--- config.mk ---
export PLATFORM = sky130hd
export DESIGN_NAME = ncl_reg_stage
export DESIGN_NICKNAME = d
export VERILOG_FILES = /design/src/rtl/ncl_pkg.sv /design/src/rtl/th22_cell.sv /design/src/rtl/ncl_done_detect.sv /design/src/rtl/ncl_reg_stage.sv
export SDC_FILE = /design/constraint.sdc
export NUM_CORES = 1
export LEC_CHECK = 0
export ABC_AREA = 1
export BUFFER_PORTS_ARGS = -buffer_cell sky130_fd_sc_hd__buf_2
export CAP_MARGIN = 40
export CORE_AREA = 2 2 39 41
export CTS_CLUSTER_SIZE = 8
export DETAILED_ROUTE_END_ITERATION = 12
export DIE_AREA = 0 0 41 43
export PLACE_DENSITY = 0.72
export REMOVE_ABC_BUFFERS = 1
export SYNTH_ARGS = -nofsm -noshare
export SYNTH_HDL_FRONTEND = slang
export SYNTH_SLANG_ARGS = --single-unit
export TNS_END_PERCENT = 1
--- constraint.sdc ---
create_clock -name clk -period 2.07 [get_ports clk]
set_clock_uncertainty 0.1 [all_clocks]
set_input_delay 0.414 -clock clk [delete_from_list [all_inputs] [get_ports clk]]
set_output_delay 0.414 -clock clk [all_outputs]
set_load 0.01 [all_outputs]
--- src/rtl/ncl_pkg.sv ---
package ncl_pkg;
  // A dual-rail pair carries DATA when at least one rail is high.
  function automatic logic pair_has_data(input logic [1:0] pr);
    return pr[0] | pr[1];
  endfunction
endpackage

--- src/rtl/th22_cell.sv ---
module th22_cell (
  input  logic clk,
  input  logic rst_n,
  input  logic a,
  input  logic b,
  output logic q
);
  // Hysteretic 2-of-2 threshold: set on both high, clear on both low, else hold.
  always_ff @(posedge clk or negedge rst_n) begin
    if (!rst_n)          q <= 1'b0;
    else if (a && b)     q <= 1'b1;
    else if (!a && !b)   q <= 1'b0;
  end
endmodule

--- src/rtl/ncl_done_detect.sv ---
module ncl_done_detect
  import ncl_pkg::*;
#(
  parameter int PAIRS = 4
) (
  input  logic               clk,
  input  logic               rst_n,
  input  logic [2*PAIRS-1:0] rails,
  output logic               done
);
  logic [PAIRS-1:0] pair_data;
  logic             every_data;
  logic             every_null;

  for (genvar p = 0; p < PAIRS; p++) begin : g_pair
    assign pair_data[p] = pair_has_data(rails[2*p +: 2]);
  end

  assign every_data = &pair_data;
  assign every_null = ~|pair_data;

  always_ff @(posedge clk or negedge rst_n) begin
    if (!rst_n)          done <= 1'b0;
    else if (every_data) done <= 1'b1;
    else if (every_null) done <= 1'b0;
  end
endmodule

--- src/rtl/ncl_reg_stage.sv ---
module ncl_reg_stage
  import ncl_pkg::*;
#(
  parameter int WIDTH = 4
) (
  input  logic               clk,
  input  logic               rst_n,
  input  logic [2*WIDTH-1:0] din_rails,
  input  logic               req_in,
  output logic [2*WIDTH-1:0] dout_rails,
  output logic               ack_out
);
  localparam int RAILS = 2 * WIDTH;

  for (genvar g = 0; g < RAILS; g++) begin : g_rail
    th22_cell u_gate (
      .clk  (clk),
      .rst_n(rst_n),
      .a    (din_rails[g]),
      .b    (req_in),
      .q    (dout_rails[g])
    );


    rail_rise_chk: assert property (@(posedge clk) disable iff (!rst_n)
      $rose(dout_rails[g]) |-> $past(req_in && din_rails[g]));


    rail_fall_chk: assert property (@(posedge clk) disable iff (!rst_n)
      $fell(dout_rails[g]) |-> $past(!req_in && !din_rails[g]));
  end

  for (genvar p = 0; p < WIDTH; p++) begin : g_legal

    pair_legal_chk: assert property (@(posedge clk) disable iff (!rst_n)
      dout_rails[2*p +: 2] != 2'b11);
  end

  ncl_done_detect #(.PAIRS(WIDTH)) u_done (
    .clk  (clk),
    .rst_n(rst_n),
    .rails(dout_rails),
    .done (ack_out)
  );

  // Full-word view used by the handshake checks below.
  logic word_full;
  always_comb begin
    word_full = 1'b1;
    for (int p = 0; p < WIDTH; p++)
      if (!pair_has_data(dout_rails[2*p +: 2])) word_full = 1'b0;
  end


  ack_rise_chk: assert property (@(posedge clk) disable iff (!rst_n)
    $rose(ack_out) |-> $past(word_full));


  ack_fall_chk: assert property (@(posedge clk) disable iff (!rst_n)
    $fell(ack_out) |-> $past(dout_rails == '0));
endmodule

==> flow_summary_export.csv <==
group,metric,value,unit
status,status,"finished, final reports clean",
clocking,clockBufferDepth,2,
clocking,cts-root-buf,"clkbuf_4",
power_and_ir_drop,powerDensity,772.7,mW/mm2
worst_hold_path,hp-class,"register to register",
clocking,cts_tree,"yes",
floorplanning,start_util,37.97,%
drt,routed_via_density,4.684,
synth,synthArstFlopShare,100.0,%
sta,hold_viol_final,0,
global_routing,grt_pass1_vias,346,
critical_path,cp_cell_sequence,"buf_2",
sta,setup_viol,0,
sta,max_clock_freq,758.2,MHz
clocking,cts_buffers,3,
run,drv_cap,0,
global_routing,track_usage,11.65,%
drt,dr.pass1.iters,2,
drt,drtIter0Drc,1,
critical_path,slowest_stage,"dfrtp_1",
critical_path,cpPeakStageDelay,400,ps
cells_and_area,nets,80,
sta,min_period,1319,ps
global_routing,antenna_found_initial,0,
drt,drt_wl_total,814,um
place,dp_cells,71,
cells_and_area,syn_to_final_growth,17.38,%
cells_and_area,insertedDiodeCount,0,
cells_and_area,multi_input_area,240.2,um2
drt,drt_drc_violations_left,0,
floorplanning,die_y,43,um
synth,synth_top_area_cell,"dfrtp_1",
sta,slew_viol_final,0,
global_routing,grt.busiest_layer,"met2",
synth,ys_types,9,
synth,yosysSeqAreaShare,42.86,%
critical_path,crit_family,"flip-flops",
drt,wl_per_cell,10.71,um
critical_path,arrival,800,ps
synth,synth_area,525.5,um2
synth,synth_top_area_share,42.86,%
critical_path,worstPathMaxFanout,3,
global_routing,grtUsageMet2,15.94,%
critical_path,cp.buffers_inverters,1,
drt,vias,356,
cells_and_area,fill_cells,133,
clocking,clk_latency,250,ps
cells_and_area,regArea,225.2,um2
global_routing,overflow,0,
sta,worst_pin_slew,211.4,ps
place,io_buffers,19,
power_and_ir_drop,leakage,0.3450,nW
synth,synth_cells,44,
synth,synth_most_common_cell,"dfrtp_1",
critical_path,required,1560,ps
global_routing,use_met1,15.23,%
floorplanning,boundaryPins,20,
synth,synth_common_cells,"dfrtp_1 (9), buf_4 (8), ha_1 (8)",
place,gp_congestion,0.7085,
sta,grt_setup_unrepaired,"false",
drt,antenna_left,0,
floorplanning,core-area,0.001384,mm2
synth,yosys_warnings,0,
critical_path,critPathKind,"register to primary output",
clocking,clkTransAtPathRegs,60,ps
cells_and_area,stdcell_count,76,
synth,yosys-top-cells-area,"dfrtp_1 (43%), ha_1 (19%), buf_4 (11%), mux2_1 (11%), mux2_2 (6.4%)",
floorplanning,die_area,0.001763,mm2
clocking,clock-sinks,9,
global_routing,grt_max_degree,10,
synth,synthFlopType,"dfrtp_1",
synth,synth_edf_count,0,
synth,avgSynthCellArea,11.94,um2
cells_and_area,final_layout_size_suffix_gt1_share,46.67,%
floorplanning,die_x,41,um
sta,fin_setup_tns,0,ps
global_routing,use_met3,1.571,%
clocking,htreeDepth,1,
place,hpwl,655.6,um
floorplanning,row_count,14,
critical_path,endpoint_kind,"primary output",
synth,ys_seq_elements,9,
power_and_ir_drop,ir_drop,0.3300,mV
sta,slew_headroom,85.91,%
critical_path,startpoint_type,"register",
sta,finalCritPeriodShare,63.71,%
global_routing,grt_pass1_wl,1366,um
==> report_power, final <==
| part | leakage, nW | internal, mW | switching, mW | total, mW |
|---|---|---|---|---|
| clock network | 0.0150 | 0.0739 | 0.0552 | 0.129 |
| logic | 0.214 | 0.0612 | 0.0599 | 0.121 |
| registers | 0.116 | 0.205 | 0.0211 | 0.226 |
| total | 0.345 | 0.340 | 0.136 | 0.477 |
==> flip-flops by register name, summed over array words and instances, names as in the netlist <==
| name | count |
|---|---|
| u_done.done | 1 |
| g_rail.u_gate.q | 8 |
==> metrics by stage <==
stage                     hold slack, ps  cell area (um2)  setup WS [ps]  util (%)  total power [mW]
after CTS                          397.7            616.8          737.4     44.57            0.4873
after detailed placement           181.4            580.6          637.7     41.95            0.3525
final                              395.7            616.8          751.1     44.57            0.4766
after floorplan                    18.41            465.4          859.2         -            0.2958
after global routing               416.0            616.8          721.4     44.57            0.5132
after global placement             176.9            580.6          657.2     41.95            0.3460
==> layout by cell type (no fill, tap or decap), drive strengths merged <==
| cell | synthesis | layout |
|---|---|---|
| buf | 8 | 19 |
| clkbuf | 0 | 4 |
| dfrtp | 9 | 9 |
| dlygate4sd3 | 0 | 1 |
| ha | 8 | 8 |
| mux2 | 8 | 8 |
| nand2 | 4 | 4 |
| nor2 | 6 | 6 |
| o21ai | 1 | 1 |
==> path summary, 6_finish.rpt <==
kind                       cells past startpoint            endpoint                from  slack, ps
setup / recovery                               1       dout_rails[5]  g_rail[5].u_gate.q        750
hold / removal                                 2         u_done.done         u_done.done        400
setup reg to reg                               4         u_done.done  g_rail[3].u_gate.q       1090
hold reg to reg                                2         u_done.done         u_done.done        400
max in group asynchronous                      2  g_rail[1].u_gate.q               rst_n       1250
min in group asynchronous                      2  g_rail[0].u_gate.q               rst_n        440
==> layer usage <==
metal  share of wire [%]  wire, um
met1                  45       365
met2                  47       380
met3                 6.8        55
met4                 1.5        12
met5                   0         0
==> logic make-up (layout without fill, tap and decap cells) <==
| logic type | Yosys count | after routing | synth area share (%) |
|---|---|---|---|
| and+or+nand+nor | 10 | 10 | 8.571 |
| DFF | 9 | 9 | 42.86 |
| adders and majority gates | 8 | 8 | 19.05 |
| muxes | 8 | 8 | 17.14 |
| buffers and inverters | 8 | 24 | 11.43 |
| AOI/OAI and AO/OA | 1 | 1 | 0.9515 |
==> worst min-delay path, stage by stage, from the launching register on <==
cell and delay [ps]:
dfrtp_1 350, o21ai_1 70, nand2_1 50
==> final cells by class <==
| type | count | share of cell area (%) |
|---|---|---|
| tap | 16 | 3.245 |
| multi-input combinational | 27 | 38.95 |
| sequential | 9 | 36.51 |
| timing repair buffer | 20 | 17.04 |
| clock buffer | 4 | 4.260 |
==> repair_timing <==
action | CTS | global route
hold buffers | 1 | 0
gates resized for setup | 0 | 0
setup buffers | 0 | 0
endpoints found under the hold margin | 9 | 0
Power figures use the tool's default switching activity.
